[config.mk]
export PLATFORM = sky130hd
export DESIGN_NAME = disk_host_xfer
export DESIGN_NICKNAME = d
export VERILOG_FILES = /design/src/rtl/dhx_pkg.sv /design/src/rtl/dhx_holdreg.sv /design/src/rtl/dhx_svc_timer.sv /design/src/rtl/disk_host_xfer.sv
export SDC_FILE = /design/constraint.sdc
export NUM_CORES = 1
export LEC_CHECK = 0
export BUFFER_PORTS_ARGS = -buffer_cell sky130_fd_sc_hd__buf_2
export CAP_MARGIN = 20
export CORE_MARGIN = 3
export CORE_UTILIZATION = 40
export CTS_BUF_LIST = sky130_fd_sc_hd__clkbuf_8
export CTS_CLUSTER_DIAMETER = 60
export DETAILED_ROUTE_END_ITERATION = 8
export GPL_TIMING_DRIVEN = 1
export PLACE_DENSITY = 0.66
export SETUP_SLACK_MARGIN = 0.15
export SLEW_MARGIN = 20
export SYNTH_ARGS = -nofsm -noshare
export SYNTH_HDL_FRONTEND = slang
export SYNTH_SLANG_ARGS = --single-unit
[constraint.sdc]
create_clock -name clk -period 2 [get_ports clk]
set_clock_uncertainty 0.1 [all_clocks]
set_input_delay 0.2 -clock clk [delete_from_list [all_inputs] [get_ports clk]]
set_output_delay 0.2 -clock clk [all_outputs]
set_load 0.01 [all_outputs]
[src/rtl/dhx_pkg.sv]
package dhx_pkg;
  typedef enum logic [1:0] {
    PH_IDLE   = 2'd0,
    PH_EXEC   = 2'd1,
    PH_RESULT = 2'd2
  } dhx_phase_e;

  // status byte bit positions (host software decodes these)
  localparam int MSR_RQM = 7;
  localparam int MSR_DIO = 6;
  localparam int MSR_EXM = 5;
  localparam int MSR_BSY = 4;

  // first result byte bit positions
  localparam int RES_OVR = 0;
  localparam int RES_TC  = 1;
endpackage

[src/rtl/dhx_holdreg.sv]
module dhx_holdreg #(
  parameter int DW = 8
) (
  input  logic          clk,
  input  logic          rst,
  input  logic          clr,
  input  logic          put,
  input  logic [DW-1:0] put_data,
  input  logic          take,
  output logic          full,
  output logic [DW-1:0] data,
  output logic          collide
);
  always_ff @(posedge clk) begin
    if (rst || clr) begin
      full <= 1'b0;
      data <= '0;
    end else if (put) begin
      full <= 1'b1;
      data <= put_data;
    end else if (take) begin
      full <= 1'b0;
    end
  end

  // a put that lands on an unread byte
  assign collide = put && full && !take;
endmodule

[src/rtl/dhx_svc_timer.sv]
module dhx_svc_timer #(
  parameter int WIN_W = 8
) (
  input  logic             clk,
  input  logic             rst,
  input  logic             arm,
  input  logic             live,
  input  logic [WIN_W-1:0] window,
  output logic             expire
);
  logic [WIN_W-1:0] cnt;

  always_ff @(posedge clk) begin
    if (rst) begin
      cnt <= '0;
    end else if (arm) begin
      cnt <= window;
    end else if (!live) begin
      cnt <= '0;
    end else if (cnt != '0) begin
      cnt <= cnt - WIN_W'(1);
    end
  end

  assign expire = live && !arm && (cnt == WIN_W'(1));
endmodule

[src/rtl/disk_host_xfer.sv]
module disk_host_xfer
  import dhx_pkg::*;
#(
  parameter int DW    = 8,
  parameter int WIN_W = 8
) (
  input  logic             clk,
  input  logic             rst,
  input  logic             cmd_start,
  input  logic             cmd_dir_rd,
  input  logic             exec_last,
  input  logic             sec_end,
  input  logic             cfg_dma_sel,
  input  logic             cfg_dma_pins_en,
  input  logic [WIN_W-1:0] svc_window,
  input  logic             dsk_in_valid,
  input  logic [DW-1:0]    dsk_in_data,
  output logic             dsk_in_ready,
  output logic             dsk_out_valid,
  output logic [DW-1:0]    dsk_out_data,
  input  logic             dsk_out_ready,
  input  logic             host_cs,
  input  logic             host_addr,
  input  logic             host_rd,
  input  logic             host_wr,
  input  logic [DW-1:0]    host_wdata,
  output logic [DW-1:0]    host_rdata,
  output logic             dma_req,
  input  logic             dma_ack_n,
  input  logic             tc,
  output logic             irq
);
  localparam int PAD_W = DW - 2;

  dhx_phase_e phase_q;
  logic dir_q, ovr_q, tc_seen_q, res_int_q, dma_req_q, dack_n_q, pend_q;

  logic in_idle, in_exec, in_res, dma_on;
  logic dack_acc, cpu_data, data_rd, data_wr;
  logic hold_put, hold_take, hold_full, hold_collide, hold_clr;
  logic [DW-1:0] hold_put_data, hold_data;
  logic pend, pend_rise, underrun, expire, ovr_set, end_now;
  logic [DW-1:0] msr, res_byte;

  assign in_idle = (phase_q == PH_IDLE);
  assign in_exec = (phase_q == PH_EXEC);
  assign in_res  = (phase_q == PH_RESULT);
  assign dma_on  = cfg_dma_sel && cfg_dma_pins_en;

  // data register access paths
  assign dack_acc = in_exec && dma_on && !dma_ack_n;
  assign cpu_data = host_cs && host_addr && !(in_exec && dma_on);
  assign data_rd  = host_rd && (dack_acc || cpu_data);
  assign data_wr  = host_wr && (dack_acc || cpu_data);

  // holding register, source and sink picked by direction
  assign hold_clr      = cmd_start && in_idle;
  assign hold_put      = in_exec && (dir_q ? dsk_in_valid : (data_wr && !hold_full));
  assign hold_put_data = dir_q ? dsk_in_data : host_wdata;
  assign hold_take     = in_exec && (dir_q ? data_rd : (dsk_out_ready && hold_full));

  dhx_holdreg #(.DW(DW)) u_hold (
    .clk      (clk),
    .rst      (rst),
    .clr      (hold_clr),
    .put      (hold_put),
    .put_data (hold_put_data),
    .take     (hold_take),
    .full     (hold_full),
    .data     (hold_data),
    .collide  (hold_collide)
  );

  // host service needed: read waits on full, write waits on empty
  assign pend      = in_exec && !tc_seen_q && (dir_q ? hold_full : !hold_full);
  assign pend_rise = pend && !pend_q;

  dhx_svc_timer #(.WIN_W(WIN_W)) u_timer (
    .clk    (clk),
    .rst    (rst),
    .arm    (pend_rise),
    .live   (pend),
    .window (svc_window),
    .expire (expire)
  );

  assign underrun = in_exec && !dir_q && dsk_out_ready && !hold_full;
  assign ovr_set  = expire || (in_exec && dir_q && hold_collide) || underrun;
  assign end_now  = in_exec && sec_end && (tc_seen_q || ovr_q || exec_last);

  always_ff @(posedge clk) begin
    if (rst) begin
      phase_q   <= PH_IDLE;
      dir_q     <= 1'b0;
      ovr_q     <= 1'b0;
      tc_seen_q <= 1'b0;
      res_int_q <= 1'b0;
      pend_q    <= 1'b0;
      dack_n_q  <= 1'b1;
    end else begin
      pend_q   <= pend;
      dack_n_q <= dma_ack_n;
      unique case (phase_q)
        PH_IDLE: if (cmd_start) begin
          phase_q   <= PH_EXEC;
          dir_q     <= cmd_dir_rd;
          ovr_q     <= 1'b0;
          tc_seen_q <= 1'b0;
        end
        PH_EXEC: begin
          if (ovr_set)               ovr_q     <= 1'b1;
          if (tc && !dma_ack_n)      tc_seen_q <= 1'b1;
          if (end_now) begin
            phase_q   <= PH_RESULT;
            res_int_q <= 1'b1;
          end
        end
        PH_RESULT: if (data_rd) begin
          phase_q   <= PH_IDLE;
          res_int_q <= 1'b0;
        end
        default: phase_q <= PH_IDLE;
      endcase
    end
  end

  // DMA request: set on a new pending byte, dropped on acknowledge fall
  always_ff @(posedge clk) begin
    if (rst || !in_exec || !dma_on) dma_req_q <= 1'b0;
    else if (pend_rise)             dma_req_q <= 1'b1;
    else if (dack_n_q && !dma_ack_n) dma_req_q <= 1'b0;
  end

  always_comb begin
    msr          = '0;
    msr[MSR_RQM] = in_idle || in_res || (in_exec && !dma_on && pend);
    msr[MSR_DIO] = (in_exec && dir_q) || in_res;
    msr[MSR_EXM] = in_exec && !dma_on;
    msr[MSR_BSY] = !in_idle;
  end

  assign res_byte = {{PAD_W{1'b0}}, tc_seen_q, ovr_q};

  always_comb begin
    if (dack_acc)       host_rdata = hold_data;
    else if (host_addr) host_rdata = in_res ? res_byte : hold_data;
    else                host_rdata = msr;
  end

  assign irq           = res_int_q || (in_exec && !dma_on && pend);
  assign dma_req       = dma_req_q;
  assign dsk_in_ready  = in_exec && dir_q;
  assign dsk_out_valid = in_exec && !dir_q && hold_full;
  assign dsk_out_data  = hold_data;
endmodule

## Word-level counts from Yosys, hierarchy flattened

Index checks and enable logic that the tools add are counted.

- Add/sub/neg operators: 1
- Eq/ne operators: 9
- Mux-type cells: 26
- Reduce and logical (&&, ||, !) cells: 65

Operator list:

| kind | number |
|---|---|
| 8-bit 2-to-1 mux | 7 |
| 1-bit logical AND | 31 |
| 1-bit logical OR | 12 |
| 1-bit 2-to-1 mux | 12 |
| 3-bit AND reduction | 4 |
| 1-bit zero test | 11 |
| 8-bit by 1-bit equality test with 1-bit output (second input constant) | 1 |
| 2-bit by 1-bit != test with 1-bit output (second input constant) | 4 |
| 2-bit nonzero test | 4 |
| 8-bit nonzero test | 1 |
| 8-bit by 1-bit subtractor with 8-bit output (second input constant) | 1 |
| 2-bit 2-to-1 mux | 3 |
| 1-bit case mux with 2 select lines | 3 |
| 2-bit case mux with 3 select lines | 1 |
| 3-bit by 1-bit != test with 1-bit output (second input constant) | 1 |
| 2-bit by 1-bit equality test with 1-bit output (second input constant) | 1 |
| 2-bit equality test (second input constant) | 1 |
| 2-bit zero test | 1 |
| 2-bit != test (second input constant) | 1 |
| 2-bit AND reduction | 1 |

- Bits in registers: 26
- Logic and storage cells: 112

## Longest topological paths before layout

Gate-level depths: netlist of run 1.

- Depth after elaboration: 16
- Gate-level depth with buffers: 7

## Cells and area by module

A second synthesis of run 1 with hierarchy kept.

- Cells, all modules: 183
- Area, all modules: 1545.2 um2

Modules (own cells, without submodules):

| module | instances | cells each | area each (um2) | seq. area each (um2) |
|---|---|---|---|---|
| disk_host_xfer | 1 | 93 | 714.4 | 180.2 |
| dhx_svc_timer | 1 | 58 | 493.0 | 160.2 |
| dhx_holdreg | 1 | 32 | 337.8 | 180.2 |

## Worst setup path after synthesis of run 1

No wires, ideal clock.

- Path kind: reg2reg
- Start: register phase_q[0]
- End: register u_hold.data[0]
- Arrival time: 1.490 ns
- Setup slack: 0.351 ns
- Stages on the path, launching flop included: 7
- Path buffers: 1
- Clock period less this slack: 1.649 ns
- Path through: dfxtp_1 nand4b_2 mux2i_1 a32oi_2 nand2b_4 buf_6 a31o_1

- Longest elaborated chain between the ends: 9
- Elaborated cells between the ends (all ways): 13
- Those cells by class: eq/ne (1); mux (1); reduce/logical (11)

RTL lines:

| item | RTL line | text |
|---|---|---|
| start, declared | disk_host_xfer.sv:35 | `dhx_phase_e phase_q;` |
| start signal, assigned | disk_host_xfer.sv:93 | `phase_q <= PH_IDLE;` |
| start signal, assigned | disk_host_xfer.sv:105 | `phase_q <= PH_EXEC;` |
| start signal, assigned | disk_host_xfer.sv:114 | `phase_q <= PH_RESULT;` |
| 2-bit by 1-bit equality test with 1-bit output | disk_host_xfer.sv:46 | `assign in_exec = (phase_q == PH_EXEC);` |
| 1-bit logical AND | disk_host_xfer.sv:51, disk_host_xfer.sv:52 |  |
| 1-bit zero test | disk_host_xfer.sv:52 | `assign cpu_data = host_cs && host_addr && !(in_exec && dma_on);` |
| 1-bit logical AND | disk_host_xfer.sv:52 |  |
| 1-bit logical OR | disk_host_xfer.sv:54 | `assign data_wr = host_wr && (dack_acc \|\| cpu_data);` |
| 1-bit logical AND | disk_host_xfer.sv:54 |  |
| 1-bit logical AND | disk_host_xfer.sv:58 | `assign hold_put = in_exec && (dir_q ? dsk_in_valid : (data_wr && !hold_full));` |
| 1-bit 2-to-1 mux | disk_host_xfer.sv:58 |  |
| 1-bit logical AND | disk_host_xfer.sv:58 |  |
| end signal, assigned | dhx_holdreg.sv:20 | `data <= put_data;` |
| end, declared | dhx_holdreg.sv:11 | `output logic [DW-1:0] data,` |

Parallel ways exist; a longest one is shown, timed or not.
A chain may end at the register's enable or synchronous reset.

## Worst setup path after layout of run 1

- Start: register phase_q[0]
- End: output host_rdata[6]

- Longest elaborated chain between the ends: 5
- Elaborated cells between the ends (all ways): 9
- Those cells by class: eq/ne (2); mux (3); reduce/logical (4)

RTL lines:

| item | RTL line | text |
|---|---|---|
| 2-bit by 1-bit equality test with 1-bit output | disk_host_xfer.sv:46 |  |
| 1-bit logical AND | disk_host_xfer.sv:137 | `msr[MSR_DIO] = (in_exec && dir_q) \|\| in_res;` |
| 1-bit logical OR | disk_host_xfer.sv:137 |  |
| 8-bit 2-to-1 mux | disk_host_xfer.sv:146 | `else if (host_addr) host_rdata = in_res ? res_byte : hold_data;` |
| 8-bit 2-to-1 mux * | disk_host_xfer.sv:145 | `if (dack_acc) host_rdata = hold_data;` |
| end, declared | disk_host_xfer.sv:27 | `output logic [DW-1:0] host_rdata,` |

Every way passes the cells marked *; elsewhere a longest branch is shown, timed or not.

==> results of run 1 <==
worst max-delay path by stage:
stage                        startpoint                     endpoint  slack, ns  cells after the start
6_report        phase_q[0]$_SDFFE_PP0P_                host_rdata[6]       0.22                      5
5_1_grt         phase_q[1]$_SDFFE_PP0P_                host_rdata[7]       0.13                      6
4_1_cts        u_hold.full$_SDFFE_PP0P_                host_rdata[7]       0.16                      6
3_5_place_dp    phase_q[0]$_SDFFE_PP0P_  u_hold.data[2]$_SDFFE_PP0P_       0.13                      6
3_3_place_gp    phase_q[0]$_SDFFE_PP0P_  u_hold.data[7]$_SDFFE_PP0P_       0.16                      6
2_1_floorplan   phase_q[0]$_SDFFE_PP0P_  u_hold.data[0]$_SDFFE_PP0P_       0.35                      6
report_power, final:
part / switching, mW / total [mW] / internal (mW)
registers: 0.0239 / 0.562 / 0.538
logic: 0.171 / 0.318 / 0.146
clock network: 0.173 / 0.441 / 0.268
total: 0.368 / 1.32 / 0.953
synth_stat cells:
cell type / instances / area, um^2
dfxtp_1: 26 / 521
nor2_1: 18 / 67.6
mux2i_1: 14 / 140
a21oi_1: 11 / 55.1
nand2_1: 11 / 41.3
nor4_1: 10 / 62.6
a31o_1: 8 / 70.1
inv_1: 8 / 30.0
nand2b_1: 7 / 43.8
nor3_1: 6 / 30.0
o21ai_0: 6 / 30.0
clkbuf_1: 5 / 18.8
a211oi_1: 4 / 30.0
buf_2: 4 / 20.0
nor3b_1: 4 / 30.0
xor2_1: 4 / 35.0
nor2b_1: 3 / 18.8
or2_2: 3 / 18.8
a21boi_0: 2 / 15.0
a31oi_1: 2 / 12.5
ha_1: 2 / 25.0
nand2b_4: 2 / 27.5
nand3_1: 2 / 10.0
o31a_1: 2 / 17.5
xnor2_1: 2 / 17.5
a211o_1: 1 / 8.76
a22o_1: 1 / 8.76
a32oi_2: 1 / 16.3
and4_1: 1 / 8.76
buf_1: 1 / 3.75
buf_6: 1 / 11.3
mux2_2: 1 / 11.3
nand4_1: 1 / 6.26
nand4b_2: 1 / 15.0
o211a_1: 1 / 10.0
o211ai_1: 1 / 7.51
o21ai_2: 1 / 8.76
o22a_1: 1 / 8.76
o311ai_0: 1 / 8.76
o41ai_1: 1 / 8.76
metal layers:
metal | routed length, um | up-vias
met4 | 30 | 0
li1 | - | 774
met5 | 0 | -
met2 | 1770 | 59
met1 | 1930 | 686
met3 | 262 | 5
kinds of logic (layout without fill, tap and decap cells):
group / count (synthesis) / after routing / synth area share, %
adder cells (fa/ha/maj): 2 / 2 / 1.64
flip-flops: 26 / 26 / 34.0
AND/OR/NAND/NOR: 69 / 69 / 24.9
XOR/XNOR: 6 / 6 / 3.43
multiplexers: 15 / 15 / 9.89
AO/OA/AOI/OAI: 44 / 44 / 20.7
buffers and inverters: 19 / 79 / 5.48
worst register-to-register path: cells and delay by family (launching register included):
family          cells  cell delay (ns)
flops               1             0.35
simple gates        2             0.80
compound gates      1             0.23
xor+xnor            1             0.18
registers in the layout (all words and copies together) (netlist names):
register,flops
dack_n_q,1
res_int_q,1
ovr_q,1
tc_seen_q,1
u_hold.full,1
dir_q,1
pend_q,1
dma_req,1
u_hold.data,8
u_timer.cnt,8
phase_q,2
area by class of cell:
cell class	instances	area, um^2
multi-input cells	136	993
flip-flops and latches	26	533
clock inverters	1	30.0
inverters	8	30.0
fillers	339	1450
repair buffers	67	359
well taps	46	57.6
clock buffers	3	41.3
cell usage in the layout, fill, tap and decap left out, types with 3 or more instances in the layout:
cell type  count
a21oi_1       11
nand2_1       10
nor3_1         5
nand2b_1       6
o21ai_0        6
nor3b_1        4
a211oi_1       4
dfxtp_1       22
a31o_1         8
nand2b_4       3
xor2_1         3
inv_1          8
or2_2          3
dfxtp_4        3
clkbuf_8       3
mux2i_1       14
buf_2         59
buf_4          7
nor2_1        16
nor4_1         8
per-stage QoR:
stage	worst slack, ns	area (um^2)	std cells
floorplan	0.351	1530	181
global placement	0.156	1890	283
detailed placement	0.132	1890	283
CTS	0.159	1990	287
global route	0.128	2040	287
finish	0.221	2040	287
repair_timing:
action | CTS | global route
endpoints found under the setup margin | 16 | 12
buffers inserted | 0 | 0
gates resized for setup | 9 | 13
pin swaps | 0 | 3
==> flow_metrics.py, run 1 <==
metrics = {
    "die": {
        "initial_core_util_pct": 43.8,
        "core_area_um2": 3490,
        "core.rowCount": 21,
        "dieHeight_um": 67.9,
        "die-area_um2": 4600,
        "dieWidth_um": 67.9,
        "io_pins": 60,
    },
    "synth": {
        "ys_warn_count": 0,
        "synth.distinct_cells": 40,
        "postSynthAreaPerCell_um2": 8.45,
        "syn_inst": 181,
        "syn_nets": 223,
        "ys_seq_area_share_pct": 34.0,
        "syn_area_um2": 1530,
        "synth_seq_cells": 26,
    },
    "power_and_ir_drop": {
        "p_total_mw": 1.32,
        "p_leak_nw": 0.955,
        "ir_worst_vdd_mv": 0.307,
        "power_density_nw_per_um2": 646,
    },
    "route": {
        "antenna_left": 0,
        "post_drt_wl_per_cell_um": 13.9,
        "vias_per_cell": 5.31,
        "via_count": 1524,
        "wirelength_um": 4000,
        "drt_iter0_markers": 58,
        "remaining_drc_errors": 0,
        "first_pass_iters": 4,
    },
    "cts": {
        "htree_levels": 1,
        "clkLatencyLatePin_ns": 0.28,
        "root_buffer": "clkbuf_8",
        "clk_path_buf_depth": 2,
        "cts.clk_slew.worst_paths_ns": 0.10,
        "numCtsBuffers": 3,
        "cts.sinks": 26,
        "cts_tree": "done",
        "cts_hold_buffers": 0,
    },
    "placed_design": {
        "numPortBuffers": 59,
        "hpwl_um": 3140,
        "gp_congestion": 0.779,
    },
    "timing": {
        "fmax_mhz": 562,
        "rsz0062_at_grt": "yes",
        "worstMarginPinSlew_ns": 0.724,
        "setup_tns_ns": 0,
        "fin_crit_sh_pct": 89.0,
        "slew_violations": 0,
        "slew_headroom_pct": 51.3,
        "timing.hold.ws_ns": 0.0396,
        "min_period_ns": 1.78,
        "setup_viol": 0,
        "final_hold_viol_count": 0,
    },
    "global_route": {
        "globalRouteMet1Util_pct": 26.6,
        "grt_use_met3_pct": 2.46,
        "grt_max_degree": 17,
        "grtUsageMet2_pct": 27.0,
        "antenna_found_initial": 0,
        "grt-busiest-layer": "met2",
        "grt-ovfl-total": 0,
        "grt_pass1_vias": 1355,
        "grt_pass1_wl_um": 6330,
        "grt_usage_pct": 17.9,
    },
    "run": {
        "drv_cap": 0,
    },
    "worst_setup_path": {
        "reg2reg_to": "u_timer.cnt[7]$_SDFFE_PP0P_",
        "crit_required_ns": 1.70,
        "crit_type": "reg2out",
        "cp.arrival_ns": 1.48,
        "end_kind": "output port",
        "reg2reg_slack_ns": 0.26,
        "cp_num_buf_inv": 2,
        "crit_chain": "buf_4 -> nor2b_4 -> nand2_1 -> a31oi_1 -> buf_2",
        "start_kind": "flop",
        "rr_worst_depth": 4,
        "reg2reg_from": "u_timer.cnt[0]$_SDFFE_PP0P_",
        "crit_slowest_cell": "dfxtp_4",
        "critPathMaxFanout": 7,
        "critical_path.top_delay_family": "flip-flops",
        "cpPeakStageDelay_ns": 0.42,
    },
    "min_path": {
        "hold_class": "in2reg",
        "whs_endpoint": "tc_seen_q$_SDFFE_PP0P_",
        "min_from": "tc",
        "hold_depth": 2,
    },
    "status": {
        "outcome": "finished clean",
    },
    "layout": {
        "diodes": 0,
        "area_delta_synth_final_pct": 33.6,
        "utilization_pct": 58.5,
        "finalNetCount": 284,
        "drive_above_1_share_pct": 38.6,
    },
}
Note: power is estimated with default switching activity, not from simulation.
==> run 2, diff against run 1 <==
--- a/config.mk
+++ b/config.mk
@@ -13,7 +13,8 @@
 export CTS_CLUSTER_DIAMETER = 60
 export DETAILED_ROUTE_END_ITERATION = 8
 export GPL_TIMING_DRIVEN = 1
-export PLACE_DENSITY = 0.66
+export PLACE_DENSITY_LB_ADDON = 0.05
+export REMOVE_ABC_BUFFERS = 1
 export SETUP_SLACK_MARGIN = 0.15
 export SLEW_MARGIN = 20
 export SYNTH_ARGS = -nofsm -noshare
==> flow_metrics.py, run 2 (synthesis gave the netlist of run 1 again) <==
metrics = {
    "die": {
        "core_area_um2": 3490,
        "io_pins": 60,
        "dieHeight_um": 67.9,
        "core.rowCount": 21,
        "initial_core_util_pct": 43.8,
        "die-area_um2": 4600,
        "dieWidth_um": 67.9,
    },
    "cts": {
        "cts.clk_slew.worst_paths_ns": 0.09,
        "cts.sinks": 26,
        "cts_hold_buffers": 0,
        "root_buffer": "clkbuf_8",
        "htree_levels": 1,
        "clk_path_buf_depth": 2,
        "numCtsBuffers": 3,
        "cts_tree": "done",
        "clkLatencyLatePin_ns": 0.27,
    },
    "layout": {
        "fill_cells": 349,
        "drive_above_1_share_pct": 38.6,
        "finalNetCount": 289,
        "multiInputGateArea_um2": 966,
        "area_delta_synth_final_pct": 34.0,
        "utilization_pct": 58.7,
        "largestRegisters": "u_hold.data x8, u_timer.cnt x8, phase_q x2",
        "register_area_um2": 533,
        "most-common-layout-cells": "59 x buf_2, 22 x dfxtp_1, 16 x nor2_1",
        "final_common_cell": "buf_2",
        "diodes": 0,
    },
    "status": {
        "outcome": "finished clean",
    },
    "timing": {
        "final_hold_viol_count": 0,
        "slew_headroom_pct": 61.2,
        "worstMarginPinSlew_ns": 0.577,
        "rsz0062_at_grt": "no",
        "min_period_ns": 1.76,
        "slew_violations": 0,
        "setup_tns_ns": 0,
        "fin_crit_sh_pct": 88.0,
        "setup_viol": 0,
        "fmax_mhz": 568,
    },
    "worst_setup_path": {
        "rr_worst_depth": 7,
        "start_kind": "flop",
        "critPathMaxFanout": 8,
        "crit_type": "reg2out",
        "cp.arrival_ns": 1.46,
        "crit_required_ns": 1.70,
        "end_kind": "output port",
    },
    "global_route": {
        "grt_max_degree": 16,
        "grt-ovfl-total": 0,
        "grt_usage_pct": 18.2,
        "grt_pass1_vias": 1424,
        "antenna_found_initial": 0,
        "grt_pass1_wl_um": 6380,
    },
    "route": {
        "drt_iter0_markers": 62,
        "antenna_left": 0,
        "first_pass_iters": 4,
        "via_count": 1551,
        "wirelength_um": 4250,
        "post_drt_wl_per_cell_um": 14.6,
        "remaining_drc_errors": 0,
        "vias_per_cell": 5.31,
    },
    "power_and_ir_drop": {
        "p_int_uw": 957,
        "ir_worst_vdd_mv": 0.398,
        "seq_power_share_pct": 42.6,
        "sw_frac_of_total_pct": 27.9,
        "p_comb_share_pct": 24.2,
        "p_leak_nw": 0.980,
        "power_density_nw_per_um2": 647,
        "clockPowerShare_pct": 33.3,
        "power.switching_uw": 371,
    },
    "placed_design": {
        "gp_congestion": 0.806,
        "hpwl_um": 3280,
        "numPortBuffers": 59,
    },
    "min_path": {
        "hold_depth": 2,
        "hold_class": "in2reg",
    },
    "run": {
        "drv_cap": 0,
    },
}
-- run 2: cell count changes in the layout (fill, tap and decap cells not counted) --
cell | before | now
buf_6 | 1 | 0
nor3_1 | 5 | 6
nor4_1 | 8 | 10
xor2_2 | 1 | 0
nor4_2 | 2 | 0
a21oi_1 | 11 | 10
buf_4 | 7 | 13
xor2_1 | 3 | 4
nor3_4 | 1 | 0
a21oi_2 | 0 | 1
-- run 2: critical path: stages, from the launching register on --
cell and delay (ns):
dfxtp_2 0.36, nand4b_4 0.16, nor2_2 0.06, nor2_4 0.23
a21oi_1 0.07, a31oi_1 0.15, buf_2 0.15
-- run 2: cell type report --
cell class / count / area share, %
well taps: 46 / 2.81
flip-flops and latches: 26 / 26.0
multi-input cells: 136 / 47.1
clock inverters: 1 / 1.46
inverters: 8 / 1.46
clock buffers: 3 / 2.01
repair buffers: 72 / 19.2
-- run 2: metrics by stage --
| stage | hold slack, ns | setup slack, ns | total power, mW | std cells | area, um^2 |
|---|---|---|---|---|---|
| floorplan | 0.169 | 0.219 | 0.752 | 170 | 1480 |
| global placement | 0.318 | 0.226 | 0.864 | 281 | 1870 |
| detailed placement | 0.320 | 0.165 | 0.868 | 281 | 1870 |
| CTS | 0.0301 | 0.156 | 1.32 | 286 | 1970 |
| global route | 0.0221 | 0.128 | 1.40 | 292 | 2050 |
| finish | 0.0312 | 0.239 | 1.33 | 292 | 2050 |
-- run 2: layer usage --
metal	GRT usage [%]	part of all wire [%]	vias up
met5	0	0	-
met4	5.46	0.63	0
met3	2.63	5.1	4
met2	28.1	46	40
met1	26.3	48	716
li1	-	-	791
-- run 2: what timing repair did --
| action | 4_1_cts | 5_1_grt |
|---|---|---|
| hold endpoints to repair | 0 | 0 |
| pin swaps | 0 | 4 |
| setup endpoints to repair | 12 | 8 |
| buffers inserted | 1 | 6 |
| gates resized for setup | 6 | 11 |
-- run 2: final timing paths --
path                      startpoint                           to  slack (ns)
min                               tc       tc_seen_q$_SDFFE_PP0P_        0.03
max reg2reg       dir_q$_SDFFE_PP0P_  u_hold.data[5]$_SDFFE_PP0P_        0.25
max          phase_q[1]$_SDFFE_PP0P_                host_rdata[7]        0.24
min reg2reg   res_int_q$_SDFFE_PP0P_       res_int_q$_SDFFE_PP0P_        0.39
-- run 2: power by group through the flow --
stage	sequential (mW)	combinational, mW	clock, mW
2_1_floorplan	0.581	0.170	0
3_3_place_gp	0.578	0.285	0
3_5_place_dp	0.580	0.289	0
4_1_cts	0.568	0.296	0.454
5_1_grt	0.569	0.351	0.476
6_report	0.565	0.321	0.442
==> run 3, diff against run 2 <==
--- a/config.mk
+++ b/config.mk
@@ -14,7 +14,6 @@
 export DETAILED_ROUTE_END_ITERATION = 8
 export GPL_TIMING_DRIVEN = 1
 export PLACE_DENSITY_LB_ADDON = 0.05
-export REMOVE_ABC_BUFFERS = 1
 export SETUP_SLACK_MARGIN = 0.15
 export SLEW_MARGIN = 20
 export SYNTH_ARGS = -nofsm -noshare
==> flow_metrics.py, run 3 (synthesis gave the netlist of run 1 again) <==
metrics = {
    "placed_design": {
        "dp_cells": 283,
        "post-place-ws_ns": 0.254,
        "hpwl_um": 3320,
        "placed_cell_area_um2": 1890,
        "gp_congestion": 0.860,
        "numPortBuffers": 59,
    },
    "die": {
        "dieWidth_um": 67.9,
        "core.rowCount": 21,
        "dieHeight_um": 67.9,
        "core_area_um2": 3490,
        "io_pins": 60,
        "die-area_um2": 4600,
        "initial_core_util_pct": 43.8,
    },
    "route": {
        "antenna_left": 0,
        "vias_per_cell": 5.53,
        "post_drt_wl_per_cell_um": 15.1,
        "wirelength_um": 4410,
        "drt_iter0_markers": 61,
        "remaining_drc_errors": 0,
        "first_pass_iters": 4,
        "via_count": 1620,
    },
    "min_path": {
        "min_from": "tc",
        "hold_class": "in2reg",
        "whs_endpoint": "tc_seen_q$_SDFFE_PP0P_",
        "hold_depth": 2,
    },
    "timing": {
        "min_period_ns": 1.79,
        "worstMarginPinSlew_ns": 0.670,
        "slew_headroom_pct": 55.2,
        "final_hold_viol_count": 0,
        "setup_viol": 0,
        "rsz0062_at_grt": "yes",
        "fin_crit_sh_pct": 89.4,
        "fin_ws_ns": 0.213,
        "setup_tns_ns": 0,
        "slew_violations": 0,
        "timing.hold.ws_ns": 0.0406,
        "fmax_mhz": 559,
    },
    "layout": {
        "finalNonFillerCells": 293,
        "finalNetCount": 290,
        "area_delta_synth_final_pct": 37.0,
        "fin_area_um2": 2100,
        "largestRegisters": "u_hold.data x8, u_timer.cnt x8, phase_q x2",
        "final_common_cell": "buf_2",
        "most-common-layout-cells": "59 x buf_2, 22 x dfxtp_1, 16 x nor2_1",
        "utilization_pct": 60.0,
        "drive_above_1_share_pct": 40.1,
        "fill_cells": 321,
        "diodes": 0,
    },
    "worst_setup_path": {
        "cpPeakStageDelay_ns": 0.36,
        "cp.arrival_ns": 1.49,
        "crit_required_ns": 1.70,
        "reg2reg_from": "phase_q[1]$_SDFFE_PP0P_",
        "crit_start": "phase_q[1]$_SDFFE_PP0P_",
        "end_kind": "output port",
        "cp_common_cell": "nor2_4",
        "reg2reg_to": "u_hold.data[5]$_SDFFE_PP0P_",
        "rr_worst_depth": 6,
        "crit_type": "reg2out",
        "crit_slowest_cell": "dfxtp_2",
        "critPathMaxFanout": 9,
        "start_kind": "flop",
        "crit_chain": "nand4b_4 -> nor2_4 -> nor2_4 -> a21oi_1 -> a31oi_1 -> buf_2",
        "reg2reg_slack_ns": 0.28,
    },
    "cts": {
        "numCtsBuffers": 3,
        "cts.clk_slew.worst_paths_ns": 0.09,
        "cts.sinks": 26,
        "clkLatencyLatePin_ns": 0.27,
        "cts_hold_buffers": 0,
        "htree_levels": 1,
        "cts_tree": "done",
        "clk_path_buf_depth": 2,
        "root_buffer": "clkbuf_8",
    },
    "global_route": {
        "grt-busiest-layer": "met2",
        "globalRouteMet1Util_pct": 27.1,
        "grtUsageMet2_pct": 28.9,
        "grt_pass1_vias": 1436,
        "grt_use_met3_pct": 2.46,
        "antenna_found_initial": 0,
        "grt_max_degree": 16,
        "grt_pass1_wl_um": 6610,
        "grt_usage_pct": 18.7,
        "grt-ovfl-total": 0,
    },
    "power_and_ir_drop": {
        "ir_worst_vdd_mv": 0.387,
        "p_total_mw": 1.34,
        "power_density_nw_per_um2": 640,
        "p_leak_nw": 0.990,
    },
    "run": {
        "drv_cap": 0,
    },
    "status": {
        "outcome": "finished clean",
    },
}
-- run 3: cell count changes in the layout (fill, tap and decap cells not counted), sizes merged --
cell	delta
buf	+1
-- run 3: routing by layer --
metal | vias to the layer above | part of all wire, %
li1 | 793 | -
met4 | 0 | 0.73
met5 | - | 0
met1 | 773 | 45
met3 | 5 | 6.2
met2 | 49 | 48
-- run 3: worst max-delay path by stage --
stage / endpoint / slack, ns
after floorplan: u_hold.data[0]$_SDFFE_PP0P_ / 0.35
after global placement: u_hold.data[2]$_SDFFE_PP0P_ / 0.29
after detailed placement: u_timer.cnt[4]$_SDFFE_PP0P_ / 0.25
after CTS: host_rdata[6] / 0.18
after global routing: host_rdata[7] / 0.14
final: host_rdata[6] / 0.21
-- run 3: power breakdown --
part	switching [mW]	internal, mW
Clock	0.169	0.268
Sequential	0.0253	0.540
Combinational	0.181	0.158
-- run 3: repair_timing --
action                                  4_1_cts  5_1_grt
pin swaps                                     1        3
gates resized for setup                       8       15
endpoints found under the setup margin        8       10
buffers inserted                              2        4
-- run 3: cell type report --
class / count / area, um^2 / share of cell area (%)
Sequential cell: 26 / 531 / 25.3
Clock buffer: 3 / 41.3 / 1.97
Tap cell: 46 / 57.6 / 2.75
Inverter: 8 / 30.0 / 1.43
Clock inverter: 1 / 30.0 / 1.43
Multi-Input combinational cell: 136 / 998 / 47.6
Timing Repair Buffer: 73 / 408 / 19.5
-- run 3: critical path: cells and delay by family (launching register included) --
kind,cells,cell delay (ns)
DFF,1,0.36
AOI/OAI and AO/OA,2,0.25
buffers and inverters,1,0.16
and+or+nand+nor,3,0.43
